==> config.mk <==
export PLATFORM = sky130hd
export DESIGN_NAME = mbcs_top
export DESIGN_NICKNAME = d
export VERILOG_FILES = /design/src/rtl/mbcs_pkg.sv /design/src/rtl/mbcs_secdec.sv /design/src/rtl/mbcs_seq.sv /design/src/rtl/mbcs_track.sv /design/src/rtl/mbcs_top.sv
export SDC_FILE = /design/constraint.sdc
export NUM_CORES = 1
export LEC_CHECK = 0
export BUFFER_PORTS_ARGS = -buffer_cell sky130_fd_sc_hd__buf_2
export CAP_MARGIN = 20
export CORE_UTILIZATION = 60
export DETAILED_ROUTE_END_ITERATION = 12
export GPL_TIMING_DRIVEN = 0
export PLACE_DENSITY = 0.85
export SYNTH_ARGS = -nofsm -noshare
export SYNTH_HDL_FRONTEND = slang
export SYNTH_HIERARCHICAL = 1
export SYNTH_SLANG_ARGS = --single-unit
==> constraint.sdc <==
create_clock -name clk -period 7.9 [get_ports clk]
set_input_delay 0.79 -clock clk [delete_from_list [all_inputs] [get_ports clk]]
set_output_delay 0.79 -clock clk [all_outputs]
set_load 0.05 [all_outputs]
==> src/rtl/mbcs_pkg.sv <==
// Shared constants and the decoder state type for the command sequencer.
// Assumes a fixed four-bank array and byte-wide command codes.
package mbcs_pkg;
    localparam int NBANK     = 4;
    localparam int BANK_BITS = 2;
    localparam int UNLK_BITS = 11;

    localparam logic [7:0] CMD_UNLK1 = 8'hAA;
    localparam logic [7:0] CMD_UNLK2 = 8'h55;
    localparam logic [7:0] CMD_PROG  = 8'hA0;
    localparam logic [7:0] CMD_BYP   = 8'h20;
    localparam logic [7:0] CMD_ERASE = 8'h80;
    localparam logic [7:0] CMD_CHIP  = 8'h10;
    localparam logic [7:0] CMD_SECT  = 8'h30;
    localparam logic [7:0] CMD_SUSP  = 8'hB0;
    localparam logic [7:0] CMD_BPX1  = 8'h90;
    localparam logic [7:0] CMD_BPX2  = 8'h00;

    localparam logic [UNLK_BITS-1:0] ADR_KEY1 = 11'h555;
    localparam logic [UNLK_BITS-1:0] ADR_KEY2 = 11'h2AA;

    typedef enum logic [3:0] {
        SQ_IDLE, SQ_U1, SQ_U2, SQ_PGM, SQ_BPPGM, SQ_BPX,
        SQ_E1, SQ_E2, SQ_E3, SQ_COLL
    } seq_state_t;
endpackage

==> src/rtl/mbcs_secdec.sv <==
// Sector decoder: maps a word address to its bank and a sector index
// {bank, slot}. Large sectors use slots 0..BIG_PER-1, boot sectors use
// slots BIG_PER.. in the bottom large sector of bank 0 and the top one of
// the last bank. Assumes SEC_W > BOOT_W and ADDR_W-2 > SEC_W.
module mbcs_secdec #(
    parameter int ADDR_W = 12,
    parameter int SEC_W  = 8,
    parameter int BOOT_W = 6,
    localparam int BANK_AW  = ADDR_W - mbcs_pkg::BANK_BITS,
    localparam int BIG_W    = BANK_AW - SEC_W,
    localparam int BIG_PER  = 1 << BIG_W,
    localparam int BOOT_PER = 1 << (SEC_W - BOOT_W),
    localparam int SLOT_W   = $clog2(BIG_PER + BOOT_PER),
    localparam int IDX_W    = SLOT_W + mbcs_pkg::BANK_BITS
) (
    input  logic [ADDR_W-1:0]                 addr,
    output logic [mbcs_pkg::BANK_BITS-1:0]    bank,
    output logic [IDX_W-1:0]                  idx
);
    logic [BANK_AW-1:0] off;
    logic [BIG_W-1:0]   big;
    logic               boot;
    logic [SLOT_W-1:0]  slot;

    // Split the address into bank, large-sector number and boot flag.
    always_comb begin
        bank = addr[ADDR_W-1 -: mbcs_pkg::BANK_BITS];
        off  = addr[BANK_AW-1:0];
        big  = off[BANK_AW-1:SEC_W];
        boot = (bank == '0 && big == '0) || (bank == '1 && big == '1);
        slot = boot ? SLOT_W'(BIG_PER) + SLOT_W'(off[SEC_W-1:BOOT_W])
                    : SLOT_W'(big);
        idx  = {bank, slot};
    end
endmodule

==> src/rtl/mbcs_seq.sv <==
// Write-cycle decoder: walks the unlock, program, bypass, erase and
// suspend/resume sequences and emits one-cycle request pulses. Holds the
// bypass mode flag and the sector collection window counter.
// Assumes the tracker accepts or refuses requests on its own rules.
module mbcs_seq #(
    parameter int ADDR_W   = 12,
    parameter int COLL_CYC = 16,
    localparam int CNT_W   = $clog2(COLL_CYC + 1)
) (
    input  logic              clk,
    input  logic              rst_n,
    input  logic              wr_en,
    input  logic [ADDR_W-1:0] wr_addr,
    input  logic [7:0]        wr_data,
    input  logic              accel,
    input  logic              ops_idle,
    output logic              pg_req,
    output logic              er_add,
    output logic              er_go,
    output logic              er_chip,
    output logic              sus_req,
    output logic              res_req,
    output logic              bypass_on
);
    import mbcs_pkg::*;

    seq_state_t       st_q, st_d;
    logic [CNT_W-1:0] cnt_q, cnt_d;
    logic             byp_q, byp_set, byp_clr;
    logic             at_k1, at_k2, hit1, hit2;

    assign bypass_on = byp_q | accel;

    // Unlock step matching on the low address bits.
    always_comb begin
        at_k1 = wr_addr[UNLK_BITS-1:0] == ADR_KEY1;
        at_k2 = wr_addr[UNLK_BITS-1:0] == ADR_KEY2;
        hit1  = at_k1 && wr_data == CMD_UNLK1;
        hit2  = at_k2 && wr_data == CMD_UNLK2;
    end

    // Next-state decode and request pulse generation.
    always_comb begin
        st_d = st_q;     cnt_d = cnt_q;
        pg_req = 1'b0;   er_add = 1'b0;  er_go = 1'b0;  er_chip = 1'b0;
        sus_req = 1'b0;  res_req = 1'b0; byp_set = 1'b0; byp_clr = 1'b0;
        case (st_q)
            SQ_IDLE: if (wr_en) begin
                if (bypass_on && wr_data == CMD_PROG)       st_d = SQ_BPPGM;
                else if (bypass_on && wr_data == CMD_BPX1)  st_d = SQ_BPX;
                else if (!bypass_on && hit1)                st_d = SQ_U1;
                else if (wr_data == CMD_SUSP)               sus_req = 1'b1;
                else if (wr_data == CMD_SECT)               res_req = 1'b1;
            end
            SQ_U1: if (wr_en) st_d = hit2 ? SQ_U2 : SQ_IDLE;
            SQ_U2: if (wr_en) begin
                st_d = SQ_IDLE;
                if (at_k1 && wr_data == CMD_PROG)                   st_d = SQ_PGM;
                else if (at_k1 && wr_data == CMD_BYP)               byp_set = 1'b1;
                else if (at_k1 && wr_data == CMD_ERASE && ops_idle) st_d = SQ_E1;
            end
            SQ_PGM, SQ_BPPGM: if (wr_en) begin
                pg_req = 1'b1;
                st_d   = SQ_IDLE;
            end
            SQ_BPX: if (wr_en) begin
                byp_clr = wr_data == CMD_BPX2;
                st_d    = SQ_IDLE;
            end
            SQ_E1: if (wr_en) st_d = hit1 ? SQ_E2 : SQ_IDLE;
            SQ_E2: if (wr_en) st_d = hit2 ? SQ_E3 : SQ_IDLE;
            SQ_E3: if (wr_en) begin
                st_d = SQ_IDLE;
                if (at_k1 && wr_data == CMD_CHIP) begin
                    er_chip = 1'b1;
                end else if (wr_data == CMD_SECT) begin
                    er_add = 1'b1;
                    cnt_d  = '0;
                    st_d   = SQ_COLL;
                end
            end
            SQ_COLL: begin
                if (wr_en) begin
                    if (wr_data == CMD_SECT) begin
                        er_add = 1'b1;
                        cnt_d  = '0;
                    end else begin
                        er_go = 1'b1;
                        st_d  = SQ_IDLE;
                    end
                end else if (cnt_q == CNT_W'(COLL_CYC - 1)) begin
                    er_go = 1'b1;
                    st_d  = SQ_IDLE;
                end else begin
                    cnt_d = cnt_q + 1'b1;
                end
            end
            default: st_d = SQ_IDLE;
        endcase
    end

    // State, window counter and bypass flag registers.
    always_ff @(posedge clk) begin
        if (!rst_n) begin
            st_q  <= SQ_IDLE;
            cnt_q <= '0;
            byp_q <= 1'b0;
        end else begin
            st_q  <= st_d;
            cnt_q <= cnt_d;
            byp_q <= accel | byp_set | (byp_q & ~byp_clr);
        end
    end
endmodule

==> src/rtl/mbcs_track.sv <==
// Operation tracker: holds the running program (one at a time), the
// running erase with its sector map, the suspend flag and the staging map
// filled during sector collection. Decides acceptance of requests and
// derives per-bank busy. Assumes at most one request pulse per cycle.
module mbcs_track #(
    parameter int IDX_W  = 5,
    localparam int MAP_N = 1 << IDX_W,
    localparam int SLOTS = MAP_N / mbcs_pkg::NBANK
) (
    input  logic                           clk,
    input  logic                           rst_n,
    input  logic                           pg_req,
    input  logic [mbcs_pkg::BANK_BITS-1:0] wr_bank,
    input  logic [IDX_W-1:0]               wr_idx,
    input  logic                           er_add,
    input  logic                           er_go,
    input  logic                           er_chip,
    input  logic                           sus_req,
    input  logic                           res_req,
    input  logic                           op_done,
    output logic [mbcs_pkg::NBANK-1:0]     bank_busy,
    output logic [MAP_N-1:0]               er_map,
    output logic                           er_susp,
    output logic                           ops_idle
);
    import mbcs_pkg::*;

    logic                 prog_on, er_on;
    logic [BANK_BITS-1:0] prog_bank;
    logic [MAP_N-1:0]     stage;
    logic [NBANK-1:0]     er_banks;
    logic                 pg_ok, er_start;

    // Per-bank busy from the program owner and the erase map.
    for (genvar b = 0; b < NBANK; b++) begin : g_bank
        assign er_banks[b]  = |er_map[b*SLOTS +: SLOTS];
        assign bank_busy[b] = (prog_on && prog_bank == BANK_BITS'(b)) ||
                              (er_on && !er_susp && er_banks[b]);
    end

    // Acceptance rules for new programs and erases.
    always_comb begin
        ops_idle = !prog_on && !er_on;
        pg_ok    = pg_req && !prog_on && !bank_busy[wr_bank] &&
                   !(er_on && er_susp && er_map[wr_idx]);
        er_start = (er_go || er_chip) && ops_idle;
    end

    // Program owner register.
    always_ff @(posedge clk) begin
        if (!rst_n) begin
            prog_on   <= 1'b0;
            prog_bank <= '0;
        end else if (pg_ok) begin
            prog_on   <= 1'b1;
            prog_bank <= wr_bank;
        end else if (op_done && prog_on) begin
            prog_on   <= 1'b0;
        end
    end

    // Erase map, staging map and suspend state.
    always_ff @(posedge clk) begin
        if (!rst_n) begin
            er_on   <= 1'b0;
            er_map  <= '0;
            stage   <= '0;
            er_susp <= 1'b0;
        end else begin
            if (er_start) begin
                er_on  <= 1'b1;
                er_map <= er_chip ? '1 : stage;
                stage  <= '0;
            end else begin
                if (er_add) stage[wr_idx] <= 1'b1;
                if (op_done && !prog_on && er_on && !er_susp) begin
                    er_on  <= 1'b0;
                    er_map <= '0;
                end
            end
            if (sus_req && er_on && !er_susp)
                er_susp <= 1'b1;
            else if (res_req && er_susp && !prog_on)
                er_susp <= 1'b0;
        end
    end
endmodule

==> src/rtl/mbcs_top.sv <==
// Multi-bank command sequencer top: decodes host writes, tracks bank
// activity and arbitrates reads. A read gets array data unless its bank
// is busy or it falls in a sector of a suspended erase.
module mbcs_top #(
    parameter int ADDR_W   = 12,
    parameter int SEC_W    = 8,
    parameter int BOOT_W   = 6,
    parameter int COLL_CYC = 16,
    localparam int BIG_PER = 1 << (ADDR_W - mbcs_pkg::BANK_BITS - SEC_W),
    localparam int IDX_W   = $clog2(BIG_PER + (1 << (SEC_W - BOOT_W)))
                             + mbcs_pkg::BANK_BITS,
    localparam int MAP_N   = 1 << IDX_W
) (
    input  logic              clk,
    input  logic              rst_n,
    input  logic              wr_en,
    input  logic [ADDR_W-1:0] wr_addr,
    input  logic [7:0]        wr_data,
    input  logic              accel,
    input  logic              op_done,
    input  logic [ADDR_W-1:0] rd_addr,
    output logic [3:0]        bank_busy,
    output logic              rd_array_ok,
    output logic              bypass_on,
    output logic              erase_susp
);
    logic [1:0]       wr_bank, rd_bank;
    logic [IDX_W-1:0] wr_idx, rd_idx;
    logic             pg_req, er_add, er_go, er_chip, sus_req, res_req;
    logic             ops_idle;
    logic [MAP_N-1:0] er_map;

    mbcs_secdec #(.ADDR_W(ADDR_W), .SEC_W(SEC_W), .BOOT_W(BOOT_W)) i_wdec (
        .addr(wr_addr), .bank(wr_bank), .idx(wr_idx));

    mbcs_secdec #(.ADDR_W(ADDR_W), .SEC_W(SEC_W), .BOOT_W(BOOT_W)) i_rdec (
        .addr(rd_addr), .bank(rd_bank), .idx(rd_idx));

    mbcs_seq #(.ADDR_W(ADDR_W), .COLL_CYC(COLL_CYC)) i_seq (
        .clk(clk), .rst_n(rst_n), .wr_en(wr_en), .wr_addr(wr_addr),
        .wr_data(wr_data), .accel(accel), .ops_idle(ops_idle),
        .pg_req(pg_req), .er_add(er_add), .er_go(er_go), .er_chip(er_chip),
        .sus_req(sus_req), .res_req(res_req), .bypass_on(bypass_on));

    mbcs_track #(.IDX_W(IDX_W)) i_track (
        .clk(clk), .rst_n(rst_n), .pg_req(pg_req), .wr_bank(wr_bank),
        .wr_idx(wr_idx), .er_add(er_add), .er_go(er_go), .er_chip(er_chip),
        .sus_req(sus_req), .res_req(res_req), .op_done(op_done),
        .bank_busy(bank_busy), .er_map(er_map), .er_susp(erase_susp),
        .ops_idle(ops_idle));

    // Read arbitration: array data only for idle banks outside suspended sectors.
    assign rd_array_ok = !bank_busy[rd_bank] && !(erase_susp && er_map[rd_idx]);
endmodule

==> metrics.md, run 1 <==
| Metric | Value |
|---|---|
| First-pass GRT wire length | `18900 um` |
| Die Wd | `88.3 um` |
| Post-layout util | `69.0%` |
| FF+latch count, synth | `79` |
| Placer Congestion | `0.963` |
| Ys Warns | `6` |
| Status | `finished clean` |
| Die extent in y | `88.3 um` |
| H-tree lvl count | `3` |
| Final min period | `4.05 ns` |
| Congestion Overflow GR | `0` |
| Skew-Pair Late Insertion Delay | `0.36 ns` |
| GRT Total Usage | `32.0%` |
| Pin count of the biggest net entering global routing | `14` |
| Top post-synthesis cells by area | `dfxtp_1, a21oi_1, nand2_1` |
| Cell Area, Placed | `4780 sq um` |
| Root buf cell | `clkbuf_8` |
| Dpl cells | `690` |
| Clock-pin slew of the registers on the worst-case setup and hold paths | `0.08 ns` |
| Post-CTS Hold Buffers | `0` |
| RSZ-0062 raised after global routing | `no` |
| Seq/Total Area, Yosys | `35.4%` |
| Std-Cell Rows | `31` |
| Reg-to-reg slack, setup | `4.90 ns` |
| Final setup TNS | `0 ns` |
| # setup viols final | `0` |
| Starting density of the core | `62.0%` |
| DRT antenna net count | `0` |
| Crit path launch | `rd_addr[10]` |
| Clk sink count | `79` |
| Synthesis-to-finish area growth | `11.4%` |
| Synth cell types | `63` |
| Setup Fix Bufs, Post-CTS | `0` |
| Crit path kind | `input port to primary output` |
| Vias/cell | `6.27` |
| DPL Wire Length | `8840 um` |
| Routed WL per cell | `17.0 um` |
| Vias in the first global route | `4003` |
| Max_cap viols | `0` |
| Fin area | `4980 sq um` |
| First drt pass iteration count | `5` |
| Share of the synthesized area in the top cell type | `35.4%` |
| Crit end category | `primary output` |
| Final Skew | `0.00610 ns` |
| Layout fillers | `625` |
| # diodes | `0` |
| Slew @ Worst Pin | `0.906 ns` |
| Initial antenna violation count | `0` |
| Via Count | `4427` |
| Worst r2r src | `i_seq/st_q[3]` |
| Total core area | `7210 sq um` |
| Fmax | `247 MHz` |
| Top Ports | `44` |
| Final Non-Filler Cells | `706` |
| Worst reg2reg path endpoint | `i_track/stage[25]` |
| Worst Path Required | `7.11 ns` |
| # DRC | `0` |
| Mean Syn Cell Area | `8.07 sq um` |
| Asr flop ratio synth | `0%` |
| CTS resizes | `0` |
| Cell taking the most area after synthesis | `dfxtp_1` |
| WP data arrival | `3.26 ns` |
| CP Launch Type | `input port` |
| IO Port Bufs | `36` |
| Relative slew slack | `39.4%` |
| EDFF count, synth | `0` |
| Max FO, Critical Path | `10` |
| Leak pwr | `0.00183 uW` |
| Critical path endpoint | `rd_array_ok` |
| Initial DRC Count | `378` |
| Num CTS Buffers | `9` |
| Post-Syn Instances | `554` |
| Clk buf depth | `2` |
| Worst vdd ir | `0.123 mV` |
| Worst min-delay path class | `register to register` |
| Synthesized cell area | `4470 sq um` |
| Crit share post-route | `51.3%` |
| Layout Nets | `641` |
| Most common cell in the netlist | `a21oi_1` |
| Die area | `7800 sq um` |
| Cells on worst reg2reg path | `7` |
| CTS tree | `done` |
| Fin. Hold Viols | `0` |
| Synthesized Nets | `593` |
| Final wirelength | `12000 um` |
| Final Max Slew Viols | `0` |
| Post-synth top cells | `a21oi_1, dfxtp_1, nand2_1, nor2_1, o21ai_0` |
| Synth Flop Type | `dfxtp_1` |
| Pwr/cell area | `155 nW/um^2` |
| Share of cells above drive strength 1 | `15.2%` |
| WHS | `0.470 ns` |
-- layer usage --
layer / routed length, um / GRT usage, % / share of wire, %
met5: 0 / 0 / 0
met4: 391 / 13.5 / 3.2
met3: 1000 / 8.86 / 8.3
met2: 5620 / 51.2 / 47
met1: 5030 / 40.6 / 42
-- worst min path at each step --
| stage | startpoint | endpoint | slack (ns) | cells after the start |
|---|---|---|---|---|
| finish | i_track/stage[22] | i_track/stage[22] | 0.47 | 2 |
| global route | i_track/stage[14] | i_track/stage[14] | 0.49 | 2 |
| CTS | i_track/stage[0] | i_track/stage[0] | 0.47 | 2 |
| detailed placement | i_track/stage[0] | i_track/stage[0] | 0.45 | 2 |
| global placement | i_track/stage[2] | i_track/stage[2] | 0.44 | 2 |
| floorplan | i_track/stage[0] | i_track/stage[0] | 0.43 | 2 |
-- report_power, final --
| group | switching, uW | leakage, uW | internal (uW) |
|---|---|---|---|
| registers | 0.676 | 0.000636 | 399 |
| clock network | 144 | 0.0000932 | 156 |
| logic | 43.8 | 0.00110 | 29.8 |
| total | 189 | 0.00183 | 584 |
-- registers in the layout (all words and copies together), names as in the netlist --
name	flops
i_seq/byp_q	1
i_seq/cnt_q	5
i_seq/st_q	4
i_track/er_map	32
i_track/er_on	1
i_track/er_susp	1
i_track/prog_bank	2
i_track/prog_on	1
i_track/stage	32
-- cells by family (layout without fill, tap and decap cells) --
| family | count (synthesis) | in the layout | synth area share [%] |
|---|---|---|---|
| muxes | 35 | 35 | 10.6 |
| AOI/OAI and AO/OA | 174 | 174 | 23.7 |
| and+or+nand+nor | 213 | 213 | 24.2 |
| DFF | 79 | 79 | 35.4 |
| buffers and inverters | 51 | 104 | 5.65 |
| adders and majority gates | 2 | 2 | 0.560 |
-- stage by stage --
stage | total power [uW] | setup WS (ns)
final | 773 | 3.85
after global routing | 801 | 3.75
after CTS | 777 | 3.85
after detailed placement | 481 | 3.87
after global placement | 479 | 3.89
after floorplan | 457 | 4.11
-- worst max-delay path: stages --
cell	delay, ns
buf_2	0.14
nor2_2	0.12
a21oi_1	0.07
a21oi_1	0.23
buf_6	0.23
mux4_1	0.61
mux2_2	0.29
a221o_1	0.31
a41oi_2	0.18
buf_2	0.28
-- layout make-up --
type / count / area (sq um) / area share, %
plain buffers: 42 / 219 / 4.40
inverters: 9 / 33.8 / 0.679
clock buffers: 12 / 145 / 2.92
multi-input cells: 424 / 2640 / 53.0
flip-flops and latches: 79 / 1580 / 31.8
well taps: 99 / 124 / 2.49
repair buffers: 37 / 185 / 3.72
clock inverters: 4 / 53.8 / 1.08
-- cell usage in the layout, fill, tap and decap left out, types with 4 or more instances in the layout --
cell,count
inv_1,8
nand2b_1,4
nand2_1,61
nor4_1,10
nand3b_1,4
buf_4,11
o21ai_0,42
clkbuf_1,24
nor2_1,59
nor3_1,10
nor3b_1,7
a22oi_1,4
dfxtp_1,79
mux4_1,5
mux2_2,12
o21a_1,4
clkbuf_8,10
buf_2,41
nor2b_1,11
nand4_1,4
and3_1,5
nand3_1,11
a21oi_1,89
mux2i_1,16
nor4b_1,5
nor4bb_1,4
o21ai_1,6
No activity file was read; power rests on OpenSTA's default activity.
==> run 2, diff against run 1 <==
CORE_UTILIZATION = 59   (was 60)
PLACE_DENSITY = 0.84   (was 0.85)
clock period = 4 ns   (was 7.9 ns; I/O delays follow)
==> run 2 against run 1 <==
  * Combinational power increased by 100%
  * Hold slack lost 0.22 ns
  * Critical path depth stayed put
  * Clock power grew 110%
  * Largest cell class unchanged
  * Design area rose by 0.18%
==> metrics.md, run 2 (same netlist as run 1, synthesis figures left out) <==
| Metric | Value |
|---|---|
| WP data arrival | `2.88 ns (-0.38 ns)` |
| Final Max Slew Viols | `0 (unchanged)` |
| Power, Total | `1560 uW (+100%)` |
| RSZ-0062 raised after global routing | `no` |
| Commonest cells after routing, fill and taps aside | `a21oi_1, dfxtp_1, nand2_1` |
| Status | `finished clean` |
| Met3 Track Usage GR | `3.97% (-4.9 points)` |
| First drt pass iteration count | `5 (unchanged)` |
| Slew @ Worst Pin | `0.922 ns (+0.0156 ns)` |
| Relative slew slack | `37.7% (-1.7 points)` |
| Std-Cell Rows | `31 (unchanged)` |
| Pin count of the biggest net entering global routing | `14 (unchanged)` |
| Root buf cell | `clkbuf_8` |
| Layout Nets | `641 (unchanged)` |
| M2 GR Usage | `51.0% (-0.21 points)` |
| Fmax | `305 MHz` |
| CTS resizes | `0 (unchanged)` |
| Initial antenna violation count | `0 (unchanged)` |
| Leak pwr | `0.00184 uW (+0.75%)` |
| Vias/cell | `6.34 (+1.0%)` |
| Worst Path Required | `3.60 ns (-3.51 ns)` |
| Final wirelength | `12400 um (+3.0%)` |
| Die extent in y | `89.0 um (+0.82%)` |
| Pwr/cell area | `312 nW/um^2 (+100%)` |
| Placer Congestion | `0.958 (-0.50%)` |
| Clock-pin slew of the registers on the worst-case setup and hold paths | `0.09 ns (about the same)` |
| Via Count | `4473 (+1.0%)` |
| Top Usage Layer GRT | `met2` |
| CTS tree | `done` |
| DPL Wire Length | `9090 um (+2.9%)` |
| Crit share post-route | `81.9%` |
| CP Launch Type | `input port` |
| Commonest non-fill, non-tap cell in the layout | `a21oi_1` |
| Die area | `7930 sq um (+1.6%)` |
| Skew-Pair Late Insertion Delay | `0.36 ns (about the same)` |
| # setup viols final | `0 (unchanged)` |
| GR Layer Usage met1 | `46.1% (+5.4 points)` |
| Worst min-delay path class | `input port to register` |
| Crit end category | `primary output` |
| Max FO, Critical Path | `10 (unchanged)` |
| Final setup TNS | `0 ns (unchanged)` |
| Initial DRC Count | `523 (+38%)` |
| Num CTS Buffers | `9 (unchanged)` |
| Share of cells above drive strength 1 | `15.3% (+0.16 points)` |
| Top Ports | `44 (unchanged)` |
| Reg-to-reg slack, setup | `0.80 ns (-4.10 ns)` |
| Final Skew | `0.0109 ns (+0.00477 ns)` |
| Top Registers | `i_track/er_map: 32 flops, i_track/stage: 32 flops, i_seq/cnt_q: 5 flops` |
| Total core area | `7290 sq um (+1.1%)` |
| Die Wd | `89.0 um (+0.82%)` |
| Setup Fix Bufs, Post-CTS | `0 (unchanged)` |
| Fin. Hold Viols | `0 (unchanged)` |
| Crit path kind | `input port to primary output` |
| Starting density of the core | `61.3% (-0.66 points)` |
| First-pass GRT wire length | `19500 um (+3.1%)` |
| GRT Total Usage | `32.6% (+0.57 points)` |
| Max_cap viols | `0 (unchanged)` |
| # DRC | `0 (unchanged)` |
| Post-CTS Hold Buffers | `0 (unchanged)` |
| Final min period | `3.28 ns` |
| DRT antenna net count | `0 (unchanged)` |
| H-tree lvl count | `3 (unchanged)` |
| Clk sink count | `79 (unchanged)` |
| Worst vdd ir | `0.243 mV (+98%)` |
| Vias in the first global route | `3932 (-1.8%)` |
| Congestion Overflow GR | `0 (unchanged)` |
| # diodes | `0 (unchanged)` |
| Routed WL per cell | `17.6 um (+3.0%)` |
| Synthesis-to-finish area growth | `11.6%` |
| IO Port Bufs | `36 (unchanged)` |
| Clk buf depth | `2 (unchanged)` |
[run 2: cell count changes in the layout (fill, tap and decap cells not counted)]
cell / delta
clkbuf_1: -1
clkinv_2: +1
clkinv_4: +1
clkbuf_8: +1
clkinvlp_4: -2
[run 2: where the power goes]
part	switching (uW)	total, uW	internal [uW]
clock network	296	622	325
logic	88.0	147	58.8
registers	1.24	789	787
[run 2: critical path, cell delays in order]
cell and delay (ns):
buf_2 0.14, nor2_2 0.12, a21oi_1 0.08, a21oi_1 0.22, buf_6 0.22, mux4_1 0.61, mux2_2 0.29, a221o_1 0.31
a41oi_2 0.19, buf_2 0.28
[run 2: per-layer routing]
| layer | vias up | routed length (um) |
|---|---|---|
| met2 | 256 | 5500 |
| met5 | - | 0 |
| met4 | 0 | 283 |
| met1 | 2066 | 5570 |
| li1 | 2114 | - |
| met3 | 37 | 1050 |
[run 2: area by class of cell]
cell class / count / area (sq um)
Buffer: 42 / 219
Clock buffer: 12 / 155
Clock inverter: 4 / 52.6
Fill cell: 628 / 2300
Inverter: 9 / 33.8
Multi-Input combinational cell: 424 / 2640
Sequential cell: 79 / 1580
Tap cell: 99 / 124
Timing Repair Buffer: 37 / 185
[run 2: per-stage QoR]
stage | cell area (sq um) | util [%] | hold WS (ns) | worst slack, ns | cells
after global routing | 4990 | 68.4 | 0.283 | 0.597 | 706
after global placement | 4770 | 65.5 | 0.444 | 0.408 | 689
after floorplan | 4470 | - | 0.432 | 0.989 | 554
after CTS | 4990 | 68.4 | 0.249 | 0.734 | 706
after detailed placement | 4780 | 65.5 | 0.449 | 0.433 | 690
final | 4990 | 68.4 | 0.253 | 0.724 | 706
[run 2: path summary, 6_finish.rpt]
path,startpoint,endpoint,cells past startpoint
min,accel,i_seq/byp_q,2
max reg2reg,i_seq/st_q[3],i_track/stage[20],7
min reg2reg,i_track/stage[16],i_track/stage[16],2
max,rd_addr[10],rd_array_ok,10
==> run 3, diff against run 2 <==
CORE_UTILIZATION = 54   (was 59)
PLACE_DENSITY = 0.81   (was 0.84)
clock period = 2.75 ns   (was 4 ns; I/O delays follow)
==> run 3 against run 2 <==
  * Die area is 9.0% higher
  * Core utilization is 3.8 points lower
  * Sequential cell count stayed put
  * Clock power is 43% higher
  * Hold slack worse by 0.10 ns
  * Via count is 1.7% lower
  * Sequential power is 46% higher
  * Final cell count is 0.71% higher
  * Critical path depth stayed put
  * Design area is 1.6% higher
  * Critical path type unchanged
  * Largest cell class unchanged
  * Highest routed layer unchanged
==> metrics.md, run 3 (same netlist as run 1, synthesis figures left out) <==
| Metric | Value |
|---|---|
| Skew-Pair Late Insertion Delay | `0.36 ns (about the same)` |
| Cell Area, Placed | `4780 sq um (+0.10%)` |
| First-pass GRT wire length | `20500 um (+4.7%)` |
| Slowest-stage cell, CP | `mux4_1` |
| Fin area | `5070 sq um (+1.6%)` |
| Total core area | `7850 sq um (+7.6%)` |
| Register area | `1580 sq um (about the same)` |
| Root buf cell | `clkbuf_8` |
| WP data arrival | `2.40 ns (-0.48 ns)` |
| Crit-path max cell delay | `0.54 ns (-0.07 ns)` |
| Multi-input gate area | `2670 sq um (+1.2%)` |
| Post-Place Worst Slack | `-0.755 ns (-1.19 ns)` |
| Die area | `8650 sq um (+9.0%)` |
| CP cell instances | `buf_2, nor2_2, a21oi_1, a21oi_2, buf_6, mux4_1, mux2_2, a221o_1, a41oi_2, buf_6` |
| DRT antenna net count | `0 (unchanged)` |
| Leak pwr | `0.00187 uW (+1.3%)` |
| Clk buf depth | `2 (unchanged)` |
| Via Count | `4395 (-1.7%)` |
| Initial antenna violation count | `0 (unchanged)` |
| Die extent in y | `93.0 um (+4.4%)` |
| Commonest cells after routing, fill and taps aside | `a21oi_1, dfxtp_1, nand2_1` |
| # DRC | `0 (unchanged)` |
| Die Wd | `93.0 um (+4.4%)` |
| Most frequent CP cell | `buf_6` |
| Crit end category | `primary output` |
| IO Port Bufs | `36 (unchanged)` |
| Crit share post-route | `97.3%` |
| H-tree lvl count | `3 (unchanged)` |
| CP Launch Type | `input port` |
| Power, Total | `2260 uW (+45%)` |
| Synthesis-to-finish area growth | `13.4%` |
| Final wirelength | `12500 um (+0.95%)` |
| Pwr/cell area | `446 nW/um^2 (+43%)` |
| Top Ports | `44 (unchanged)` |
| # setup viols final | `0 (unchanged)` |
| Initial DRC Count | `403 (-23%)` |
| Vias/cell | `6.18 (-2.4%)` |
| Clock-pin slew of the registers on the worst-case setup and hold paths | `0.07 ns (-0.02 ns)` |
| # diodes | `0 (unchanged)` |
| Crit path kind | `input port to primary output` |
| Layout fillers | `717 (+14%)` |
| Pin count of the biggest net entering global routing | `15 (+1)` |
| Vias in the first global route | `4163 (+5.9%)` |
| Congestion Overflow GR | `0 (unchanged)` |
| Max FO, Critical Path | `5 (-5)` |
| GRT Total Usage | `30.2% (-2.4 points)` |
| Top Registers | `i_track/er_map: 32 flops, i_track/stage: 32 flops, i_seq/cnt_q: 5 flops` |
| Fin. Hold Viols | `0 (unchanged)` |
| Status | `finished clean` |
| Relative slew slack | `42.6% (+4.9 points)` |
| Layout Nets | `643 (+0.31%)` |
| DPL Wire Length | `9060 um (-0.39%)` |
| Commonest non-fill, non-tap cell in the layout | `a21oi_1` |
| Worst min-delay path class | `input port to register` |
| Clk sink count | `79 (unchanged)` |
| RSZ-0062 raised after global routing | `no` |
| Worst vdd ir | `0.397 mV (+63%)` |
| Std-Cell Rows | `32 (+3.2%)` |
| Worst Path Required | `2.48 ns (-1.12 ns)` |
| Final min period | `2.68 ns` |
| Starting density of the core | `57.0% (-4.3 points)` |
| Crit path buf inv count | `3 (unchanged)` |
| Final Skew | `0.00955 ns (-0.00132 ns)` |
| Share of cells above drive strength 1 | `19.4% (+4.1 points)` |
| Placer Congestion | `0.983 (+2.6%)` |
| Final Max Slew Viols | `0 (unchanged)` |
| Fmax | `374 MHz` |
| Final setup TNS | `0 ns (unchanged)` |
| Final WS setup | `0.0735 ns (-0.651 ns)` |
| Post-layout util | `64.6% (-3.8 points)` |
| First drt pass iteration count | `5 (unchanged)` |
| Num CTS Buffers | `9 (unchanged)` |
| Post-CTS Hold Buffers | `0 (unchanged)` |
| Slew @ Worst Pin | `0.858 ns (-0.0634 ns)` |
| Max_cap viols | `0 (unchanged)` |
| Routed WL per cell | `17.6 um (+0.24%)` |
| Top cell family by delay on the critical path | `multiplexers` |
| CTS tree | `done` |
==> run 3: changes by cell type in the layout (fill, tap and decap cells not counted), moves of 3 or more <==
cell,previous run,this run
mux4_2,2,5
clkbuf_4,0,3
buf_2,41,44
clkbuf_1,23,14
mux4_1,5,2
clkbuf_2,0,3
==> run 3: worst register-to-register path: cells and delay by family (launching register included) <==
kind | cells | cell delay [ns]
flip-flops | 1 | 0.34
buffers and inverters | 2 | 0.58
AND/OR/NAND/NOR | 4 | 1.31
AO/OA/AOI/OAI | 2 | 0.24
==> run 3: power by group <==
| part | internal, uW | total, uW | leakage [uW] | switching [uW] |
|---|---|---|---|---|
| Clock | 452 | 890 | 0.000104 | 438 |
| Combinational | 91.7 | 223 | 0.00113 | 131 |
| Sequential | 1150 | 1150 | 0.000637 | 2.04 |
==> run 3: final timing paths <==
path                                        start                 end  slack (ns)  cells past startpoint
worst min register to register  i_track/stage[26]   i_track/stage[26]        0.47                      2
worst max register to register      i_seq/st_q[3]  i_track/er_map[20]        0.15                      8
worst min-delay path                        accel         i_seq/byp_q        0.15                      2
worst max-delay path                   rd_addr[9]         rd_array_ok        0.07                     10
==> run 3: metrics by stage <==
stage	hold WS (ns)	cells
finish	0.152	711
global route	0.160	711
CTS	0.146	711
detailed placement	0.451	693
floorplan	0.393	554
global placement	0.444	692
==> run 3: layer usage <==
layer / vias up / wire (um) / track usage (%)
li1: 2112 / - / -
met1: 2050 / 5380 / 40.9
met2: 200 / 5750 / 48.7
met3: 33 / 1080 / 5.37
met4: 0 / 310 / 9.74
met5: - / 0 / 0
==> run 3: layout make-up <==
class                   count  area share, %
plain buffers              42           4.71
clock buffers              11           2.79
clock inverters             5           1.28
inverters                   9          0.667
multi-input cells         424           52.7
flip-flops and latches     79           31.2
well taps                 102           2.52
repair buffers             39           4.15
==> run 3: repair_timing <==
action | CTS | global route
pin swaps | 0 | 2
resized for setup | 18 | 17
setup buffers | 2 | 0
endpoints found under the hold margin | 0 | 0
endpoints found under the setup margin | 62 | 61
